[src/rtl/wdt_pkg.sv]
package wdt_pkg;

    localparam int CNT_W      = 16;
    localparam int CODE_MAX   = 13;
    localparam int REG_W      = 16;
    localparam int ADDR_W     = 3;

    localparam logic [ADDR_W-1:0] ADDR_TMO = 3'h0;
    localparam logic [ADDR_W-1:0] ADDR_CFG = 3'h2;
    localparam logic [ADDR_W-1:0] ADDR_STS = 3'h4;

    typedef enum logic [1:0] {
        EV_NONE  = 2'b00,
        EV_IRQ   = 2'b01,
        EV_SMI   = 2'b10,
        EV_RESET = 2'b11
    } wd_event_e;

    typedef struct packed {
        logic [6:0] spare;
        logic       gate;
        wd_event_e  second;
        wd_event_e  first;
        logic [3:0] presc;
    } wd_cfg_t;

    typedef struct packed {
        logic [3:0] spare;
        logic       rst_seen;
        logic       smi_seen;
        logic       irq_seen;
        logic       expired;
    } wd_status_t;

    function automatic logic [3:0] clamp_code(input logic [3:0] code, input int max_code);
        return (int'(code) > max_code) ? 4'(max_code) : code;
    endfunction

endpackage

[src/rtl/wdt_prescaler.sv]
module wdt_prescaler #(
    parameter int MAX_CODE = wdt_pkg::CODE_MAX
) (
    input  logic       clk,
    input  logic       rst,
    input  logic       tick_en,
    input  logic       run,
    input  logic       restart,
    input  logic [3:0] code,
    output logic       slow_tick
);
    localparam int PW = MAX_CODE;

    logic [PW-1:0] acc;
    logic [PW:0]   one_hot;
    logic [PW-1:0] mask;
    logic [3:0]    eff;

    always_comb begin
        eff     = wdt_pkg::clamp_code(code, MAX_CODE);
        one_hot = (PW+1)'(1) << eff;
        mask    = PW'(one_hot - (PW+1)'(1));
    end

    assign slow_tick = run && tick_en && (acc >= mask);

    always_ff @(posedge clk) begin
        if (rst || restart) begin
            acc <= '0;
        end else if (run && tick_en) begin
            acc <= slow_tick ? '0 : acc + PW'(1);
        end
    end
endmodule

[src/rtl/wdt_counter.sv]
module wdt_counter #(
    parameter int CNT_W = wdt_pkg::CNT_W
) (
    input  logic             clk,
    input  logic             rst,
    input  logic             load,
    input  logic [CNT_W-1:0] load_val,
    input  logic [CNT_W-1:0] reload_val,
    input  logic             slow_tick,
    output logic             expire,
    output logic [CNT_W-1:0] count
);
    assign expire = slow_tick && !load && (count == CNT_W'(1));

    always_ff @(posedge clk) begin
        if (rst) begin
            count <= '0;
        end else if (load) begin
            count <= load_val;
        end else if (expire) begin
            count <= reload_val;
        end else if (slow_tick && count != '0) begin
            count <= count - CNT_W'(1);
        end
    end
endmodule

[src/rtl/wdt_regs.sv]
module wdt_regs
    import wdt_pkg::*;
#(
    parameter int CNT_W  = wdt_pkg::CNT_W,
    parameter int ADDR_W = wdt_pkg::ADDR_W,
    parameter int REG_W  = wdt_pkg::REG_W
) (
    input  logic              clk,
    input  logic              rst,
    input  logic              wr_en,
    input  logic [ADDR_W-1:0] addr,
    input  logic [REG_W-1:0]  wdata,
    input  logic              expire,
    output logic [CNT_W-1:0]  tmo_q,
    output logic              tmo_wr,
    output logic              sts_wr,
    output wd_cfg_t           cfg_q,
    output wd_status_t        sts_q,
    output logic              rst_pulse,
    output logic [REG_W-1:0]  rdata
);
    localparam int STS_W = $bits(wd_status_t);

    logic       cfg_wr;
    wd_event_e  ev;
    wd_status_t sts_d;

    assign tmo_wr = wr_en && (addr == ADDR_TMO);
    assign cfg_wr = wr_en && (addr == ADDR_CFG);
    assign sts_wr = wr_en && (addr == ADDR_STS);
    assign ev     = sts_q.expired ? cfg_q.second : cfg_q.first;

    always_comb begin
        sts_d = sts_q;
        if (sts_wr) begin
            sts_d.spare = wdata[7:4];
            if (wdata[0]) begin
                sts_d.expired = 1'b0;
            end else begin
                sts_d.rst_seen = 1'b0;
                sts_d.smi_seen = 1'b0;
                sts_d.irq_seen = 1'b0;
            end
        end
        if (expire) begin
            sts_d.expired = 1'b1;
            unique case (ev)
                EV_IRQ:   sts_d.irq_seen = 1'b1;
                EV_SMI:   sts_d.smi_seen = 1'b1;
                EV_RESET: sts_d.rst_seen = 1'b1;
                default:  ;
            endcase
        end
    end

    always_ff @(posedge clk) begin
        if (rst) begin
            tmo_q     <= '0;
            cfg_q     <= '0;
            sts_q     <= '0;
            rst_pulse <= 1'b0;
        end else begin
            if (tmo_wr) tmo_q <= CNT_W'(wdata);
            if (cfg_wr) cfg_q <= wd_cfg_t'(wdata);
            sts_q     <= sts_d;
            rst_pulse <= expire && (ev == EV_RESET);
        end
    end

    always_comb begin
        unique case (addr)
            ADDR_TMO: rdata = REG_W'(tmo_q);
            ADDR_CFG: rdata = REG_W'(cfg_q);
            ADDR_STS: rdata = {{(REG_W-STS_W){1'b0}}, sts_q};
            default:  rdata = '0;
        endcase
    end
endmodule

[src/rtl/wdt_two_stage.sv]
module wdt_two_stage
    import wdt_pkg::*;
#(
    parameter int CNT_W    = wdt_pkg::CNT_W,
    parameter int MAX_CODE = wdt_pkg::CODE_MAX
) (
    input  logic        clk,
    input  logic        rst,
    input  logic        tick_en,
    input  logic        reg_wr,
    input  logic [2:0]  reg_addr,
    input  logic [15:0] reg_wdata,
    output logic [15:0] reg_rdata,
    output logic        wd_irq,
    output logic        wd_smi,
    output logic        wd_rst_pulse
);
    logic             tmo_wr;
    logic             sts_wr;
    logic             slow_tick;
    logic             expire;
    logic [CNT_W-1:0] tmo_q;
    logic [CNT_W-1:0] count;
    wd_cfg_t          cfg_q;
    wd_status_t       sts_q;

    wdt_regs #(.CNT_W(CNT_W)) u_regs (
        .clk       (clk),
        .rst       (rst),
        .wr_en     (reg_wr),
        .addr      (reg_addr),
        .wdata     (reg_wdata),
        .expire    (expire),
        .tmo_q     (tmo_q),
        .tmo_wr    (tmo_wr),
        .sts_wr    (sts_wr),
        .cfg_q     (cfg_q),
        .sts_q     (sts_q),
        .rst_pulse (wd_rst_pulse),
        .rdata     (reg_rdata)
    );

    wdt_prescaler #(.MAX_CODE(MAX_CODE)) u_presc (
        .clk       (clk),
        .rst       (rst),
        .tick_en   (tick_en),
        .run       (!cfg_q.gate),
        .restart   (tmo_wr),
        .code      (cfg_q.presc),
        .slow_tick (slow_tick)
    );

    wdt_counter #(.CNT_W(CNT_W)) u_cnt (
        .clk        (clk),
        .rst        (rst),
        .load       (tmo_wr),
        .load_val   (CNT_W'(reg_wdata)),
        .reload_val (tmo_q),
        .slow_tick  (slow_tick),
        .expire     (expire),
        .count      (count)
    );

    assign wd_irq = sts_q.irq_seen;
    assign wd_smi = sts_q.smi_seen;
endmodule

[config.mk]
export PLATFORM = sky130hd
export DESIGN_NAME = wdt_two_stage
export DESIGN_NICKNAME = d
export VERILOG_FILES = /design/src/rtl/wdt_pkg.sv /design/src/rtl/wdt_prescaler.sv /design/src/rtl/wdt_counter.sv /design/src/rtl/wdt_regs.sv /design/src/rtl/wdt_two_stage.sv
export SDC_FILE = /design/constraint.sdc
export NUM_CORES = 1
export LEC_CHECK = 0
export CORE_MARGIN = 2
export CORE_UTILIZATION = 50
export CTS_CLUSTER_DIAMETER = 50
export DETAILED_ROUTE_END_ITERATION = 7
export PLACE_DENSITY_LB_ADDON = 0.15
export REMOVE_ABC_BUFFERS = 1
export SLEW_MARGIN = 20
export SYNTH_ARGS = -nofsm -noshare
export SYNTH_HDL_FRONTEND = slang
export SYNTH_HIERARCHICAL = 1
export SYNTH_SLANG_ARGS = --single-unit
[constraint.sdc]
create_clock -name clk -period 6.3 [get_ports clk]
set_clock_uncertainty 0.1 [all_clocks]
set_input_delay 1.26 -clock clk [delete_from_list [all_inputs] [get_ports clk]]
set_output_delay 1.26 -clock clk [all_outputs]
set_load 0.01 [all_outputs]
* Word-level counts from Yosys, hierarchy flattened
Cells that the tools add are included.
** Word-level totals
- Register bits after elaboration :: 70
- RAM bits :: 0
- Input port bits :: 23
- Word-level logic and storage cells :: 58
- Latch bits :: 0
- Output and inout bits :: 19
- Bits in read-only memories :: 0
- Memories kept :: 0
** Cells by class
- Bitwise logic cells :: 0
- Multiplexer cells :: 14
- Reduce and logical (&&, ||, !) cells :: 18
- Add/subtract/negate cells :: 3
- Divide/modulo/power cells :: 0
- Multipliers :: 0
- Shift-type cells :: 1
- Equal/unequal tests :: 6
- $lt $le $gt $ge :: 2
** Operators with widths (count)
- $mux W16 :: 3
- $pmux W16 S3 :: 1
- $eq A16 B1 Y1 const B :: 1
- $reduce_bool A16 Y1 :: 1
- $sub A16 B1 Y16 const B :: 1
- $add A13 B1 Y13 const B :: 1
- $ge A13 B13 Y1 :: 1
- $mux W13 :: 1
- $shl A1 B4 Y13 const A :: 1
- $sub A13 B1 Y13 const B :: 1
- $mux W4 :: 3
- $logic_and A1 B1 Y1 :: 9
- $eq A2 B2 Y1 const B :: 2
- $gt A4 B4 Y1 const B :: 1
- $mux W1 :: 4
- $reduce_bool A2 Y1 :: 2
- $eq A3 B2 Y1 const B :: 1
- $eq A3 B3 Y1 const B :: 1
- $logic_not A3 Y1 :: 1
- $mux W3 :: 1
- $reduce_bool A3 Y1 :: 1
- $eq A2 B1 Y1 const B :: 1
- $logic_not A1 Y1 :: 2
- $mux W2 :: 1
- 2 further kinds :: 2

* Longest topological paths before layout
- Depth in word-level cells :: 10
- Mapped depth :: 23
- Gate-level depth less buffers :: 18

* Modules after synthesis
Netlist, hierarchy kept.
** Modules (own cells, without submodules)
- wdt_regs :: cells an instance 235, instances 1, area each 1906.8 µm²
- wdt_counter :: cells an instance 157, instances 1, area each 1231.2 µm²
- wdt_prescaler :: cells an instance 130, instances 1, area each 1167.4 µm²
- wdt_two_stage :: cells an instance 1, instances 1, area each 3.8 µm²

* Worst setup path after synthesis
Ideal clock, no wire load.
- Kind :: reg-to-reg
- Start :: register, netlist name u_regs/cfg_q[1]
- End :: register u_cnt.count[2]
- Setup slack :: 1495 ps
- Data arrival time :: 4631 ps
- Path buffers :: 4
- Setup time :: 74 ps
- Stages on the path, launching flop included :: 23
- Data required time :: 6126 ps
- Path through :: dfxtp_1 -> or2_2 -> or3_1 -> ha_1 -> clkbuf_1 -> nor3_1 -> a21oi_1 -> a2bb2oi_1 -> ha_1 -> nand4_1 -> nor2_2 -> a31oi_2 -> a31oi_4 -> buf_6 -> or4bb_1 -> or4_1 -> or2_1 -> buf_6 -> inv_6 -> buf_8 -> nor2_1 -> o311a_1 -> nor3_2
** On the way
- Word-level cells in the longest chain between the ends :: 10
** Ends and longest elaborated chain
- $gt A4 B4 Y1 :: RTL line wdt_pkg.sv:36 : return (int'(code) > max_code) ? 4'(max_code) : code;
- $mux W4 * :: RTL line wdt_pkg.sv:36
- $shl A1 B4 Y13 * :: RTL line wdt_prescaler.sv:21 : one_hot = (PW+1)'(1) << eff;
- $sub A13 B1 Y13 * :: RTL line wdt_prescaler.sv:22 : mask = PW'(one_hot - (PW+1)'(1));
- $ge A13 B13 Y1 * :: RTL line wdt_prescaler.sv:25 : assign slow_tick = run && tick_en && (acc >= mask);
- $logic_and A1 B1 Y1 * :: RTL line wdt_prescaler.sv:25
- named net slow_tick :: RTL line wdt_two_stage.sv:20 : logic slow_tick;
- $logic_and A1 B1 Y1 * (2 in a row) :: RTL line wdt_counter.sv:13 : assign expire = slow_tick && !load && (count == CNT_W'(1));
- named net expire :: RTL line wdt_two_stage.sv:21 : logic expire;
- $mux W16 :: RTL line wdt_counter.sv:20 : end else if (expire) begin
- $mux W16 :: RTL line wdt_counter.sv:18 : end else if (load) begin
- end signal: assignment :: RTL line wdt_counter.sv:19 : count <= load_val;
- end signal: assignment :: RTL line wdt_counter.sv:21 : count <= reload_val;
- end signal: assignment :: RTL line wdt_counter.sv:23 : count <= count - CNT_W'(1);
- end: declaration :: RTL line wdt_counter.sv:11 : output logic [CNT_W-1:0] count
Mark *: on every way through the listed nets, which the timed path passes. The rest lies on a longest branch.
A chain may end at the register's enable or synchronous reset.

* Worst setup path after layout
- Start :: register, netlist name u_regs/cfg_q[1]
- End :: register u_cnt.count[4]
** On the way
- Word-level cells in the longest chain between the ends :: 10
** Ends and longest elaborated chain (RTL line)
- $gt A4 B4 Y1 :: wdt_pkg.sv:36
- $mux W4 * :: wdt_pkg.sv:36
- $shl A1 B4 Y13 * :: wdt_prescaler.sv:21
- $sub A13 B1 Y13 * :: wdt_prescaler.sv:22
- $ge A13 B13 Y1 * :: wdt_prescaler.sv:25
- $logic_and A1 B1 Y1 * :: wdt_prescaler.sv:25
- named net slow_tick :: wdt_two_stage.sv:20
- $logic_and A1 B1 Y1 (2 in a row) :: wdt_counter.sv:13
- $mux W16 :: wdt_counter.sv:20
- $mux W16 :: wdt_counter.sv:18
Marks and branches as above.

==> flow_summary_export.csv <==
group,metric,value,unit
power_and_ir_drop,total_power,0.00135,W
yosys,ys_ff_latch,70,
timing,hold_viol,0,
timing,fin_tns_setup,0,ns
hold_path,worstHoldStart,"u_regs/cfg_q[10]",
power_and_ir_drop,power_density,276,nW/um^2
yosys,synth_top_area_cell,"dfxtp_1",
final_layout,fin_nets,584,
clock_tree,clockBufferDepth,2,
detailed_routing,drt_iter0_drc,171,
detailed_routing,num_vias,3680,
yosys,ys_warn_count,6,
clock_tree,cts_tree,"done",
hold_path,min_to,"u_regs/cfg_q[10]",
yosys,netlist_area,4310,sq um
placed_design,pre_cts_slack,0.889,ns
worst_setup_path,crit_path_start_kind,"flip-flop",
power_and_ir_drop,p_int,0.000888,W
power_and_ir_drop,p_switching,0.000465,W
clock_tree,root_buffer,"clkbuf_8",
worst_setup_path,cp_max_fo,18,
clock_tree,cts.sink_count,70,
global_routing,grt_max_degree,62,
global_routing,grt_usage,21.7,%
clock_tree,ctsResizeCount,0,
final_layout,finalInstanceArea,4900,sq um
power_and_ir_drop,clockPowerShare,30.3,%
yosys,synth_seq_area_share,32.5,%
floorplan,coreArea,8300,sq um
yosys,synth_flop_cell,"dfxtp_1",
worst_setup_path,r2r_cells,18,
global_routing,grt_pass1_vias,3530,
timing,slew_headroom,38.9,%
flow_run,cap_violations,0,
final_layout,fin_cells,654,
worst_setup_path,arrival,5.55,ns
clock_tree,clock_latency,0.35,ns
clock_tree,htree_levels,3,
yosys,synthDistinctLibCells,73,
detailed_routing,dr.pass1.iters,4,
global_routing,grt-ovfl-total,0,
power_and_ir_drop,comb_power_share,30.4,%
detailed_routing,route.detailed.wl_per_inst,15.5,microns
hold_path,hold_depth,2,
floorplan,die_area,9380,sq um
clock_tree,cts_hold_buf,0,
clock_tree,clk_pin_slew,0.08,ns
worst_setup_path,worstReg2RegEnd,"u_cnt/count[4]",
detailed_routing,via_per_inst,5.63,
floorplan,rows,33,
global_routing,grt_pass1_wl,17000,microns
power_and_ir_drop,p_sw_share,34.4,%
yosys,synth_area_leaders,"dfxtp_1 (33%), nand2_1 (7.9%), a21oi_1 (5.6%), ha_1 (4.9%), mux2i_1 (4.6%)",
placed_design,placed_cell_area,4680,sq um
floorplan,die_w,96.8,microns
timing,period_minus_slack,5.45,ns
timing,tightest_slew,0.904,ns
placed_design,portBuffers,41,
timing,fmax,0.184,GHz
detailed_routing,wirelength,10200,microns
detailed_routing,drc,0,
yosys,synth-edff-count,0,
final_layout,antenna_cells,0,
floorplan,initial_utilization,51.9,%
timing,period_share,86.5,%
detailed_routing,ant_nets,0,
power_and_ir_drop,power_frac_seq,39.2,%
status,status,"complete, no violations",
timing,fin_ws,0.851,ns
yosys,netlist_instances,523,
timing,final-setup-viol-count,0,
global_routing,antenna_found_initial,0,
hold_path,hold_class,"flip-flop to flip-flop",
timing,rsz0062_at_grt,"no",
clock_tree,cts_buffers,9,
power_and_ir_drop,max-vdd-ir-drop,0.141,mV
clock_tree,cts_setup_buffers,0,
worst_setup_path,endpoint_kind,"flip-flop",
placed_design,place_inst,638,
worst_setup_path,worstPathRequired,6.40,ns
final_layout,drive_gt1_share,14.0,%
floorplan,ios,42,
worst_setup_path,r2r_slack,0.85,ns
placed_design,place_congestion,0.910,
power_and_ir_drop,p_leak,1.75,nW
yosys,avgSynthCellArea,8.24,sq um
yosys,synth_top_area_share,32.5,%
yosys,async_flop_share,0,%
worst_setup_path,criticalPathCategory,"flip-flop to flip-flop",
final_layout,synthToLayoutAreaGrowth,13.8,%
timing,finalMaxSlewViolations,0,
placed_design,dp_hpwl,7050,microns
worst_setup_path,crit-reg2reg-launch,"u_regs/cfg_q[1]",
floorplan,die_h,96.8,microns
==> worst max-delay path by stage <==
stage	from	endpoint	slack (ns)	cells after the start
after floorplan	u_regs/cfg_q[1]	u_cnt/count[10]	1.32	18
after global placement	u_regs/cfg_q[1]	u_cnt/count[4]	1.08	18
after detailed placement	u_regs/cfg_q[1]	u_cnt/count[4]	0.89	18
after CTS	u_regs/cfg_q[1]	u_cnt/count[10]	0.86	19
after global routing	u_regs/cfg_q[1]	u_cnt/count[10]	0.55	19
final	u_regs/cfg_q[1]	u_cnt/count[4]	0.85	18
==> layer usage <==
metal	track usage (%)	part of all wire [%]	wire length [microns]	vias up
met5	0	0	0	-
met4	6.83	2.0	199	0
met3	4.05	2.6	267	16
met2	36.4	49	4940	46
met1	28.3	47	4750	1734
li1	-	-	-	1884
==> power groups by stage <==
| stage | clock network, W | logic [W] | registers (W) |
|---|---|---|---|
| after floorplan | 0 | 0.000312 | 0.000528 |
| after global placement | 0 | 0.000400 | 0.000539 |
| after detailed placement | 0 | 0.000407 | 0.000540 |
| after CTS | 0.000421 | 0.000410 | 0.000530 |
| after global routing | 0.000438 | 0.000455 | 0.000538 |
| final | 0.000411 | 0.000412 | 0.000530 |
==> through the flow <==
step           utilization (%)  hold slack (ns)
6_report                  59.1            0.360
5_1_grt                   59.1            0.379
4_1_cts                   59.1            0.360
3_5_place_dp              56.4            0.348
3_3_place_gp              56.4            0.342
2_1_floorplan                -            0.330
==> registers in the layout, summed over array words and instances (netlist names) <==
register,count
u_cnt/count,16
u_regs/cfg_q,16
u_regs/tmo_q,16
u_presc/acc,13
u_regs/sts_q,8
u_regs/rst_pulse,1
==> cells by family after synthesis <==
group | after synthesis | synth area share [%]
xor gates and xnor gates | 22 | 4.47
muxes | 21 | 4.91
and+or+nand+nor | 226 | 28.2
AOI/OAI and AO/OA | 113 | 18.4
buffers and inverters | 54 | 6.62
DFF | 70 | 32.5
adders and majority gates | 17 | 4.94
==> cell type report <==
class                           count  area, sq um
Fill cell                         757         3400
Multi-Input combinational cell    399         2630
Sequential cell                    70         1400
Timing Repair Buffer               46          443
Tap cell                          105          131
Clock buffer                        9          124
Clock inverter                      7         97.6
Inverter                           18         77.6
==> worst max-delay path, stage by stage (launching register included) <==
cell       delay, ns
dfxtp_1         0.41
or2_2           0.36
or3_1           0.35
ha_1            0.29
nor3_1          0.22
a21oi_1         0.06
a2bb2oi_1       0.14
ha_1            0.32
nand4_1         0.14
nor2_2          0.17
a31oi_2         0.14
a31oi_4         0.19
buf_4           0.28
or4bb_1         0.41
or4_1           0.42
or2_1           0.52
nand3b_2        0.47
o311a_1         0.26
nor3_2          0.05
==> cells in the final DEF, fill, tap and decap left out, types with 4 or more instances in the layout <==
cell type,instances
nand2_2,9
clkbuf_8,9
nor3b_1,4
nor4_2,11
a21oi_2,10
dfxtp_1,70
nand2_1,91
ha_1,17
o21ai_0,12
a2bb2oi_1,9
nand4_1,8
buf_4,5
nor3_1,15
a211oi_1,4
nor2_1,47
nor4_1,5
mux2i_1,20
xor2_1,6
a21oi_1,48
xnor2_1,16
inv_1,15
clkdlybuf4s50_1,40
==> synthesized netlist by cell type (all sizes together) (2+ instances only) <==
cell	number
o211a	2
o21ai	14
a311oi	4
nand3	5
a31oi	2
o311a	2
or4bb	2
nand2	100
o31ai	2
a2bb2oi	9
dfxtp	70
buf	13
nor3	18
nor3b	4
or3	3
or2	5
a21oi	58
nand4	8
nand2b	3
or4	3
xnor2	16
and3b	2
nor2b	2
inv	17
a211oi	4
ha	17
mux2i	20
a211o	3
clkbuf	23
xor2	6
nor2	48
nor4	17
a21o	3
(Power assumes the default switching activity.)
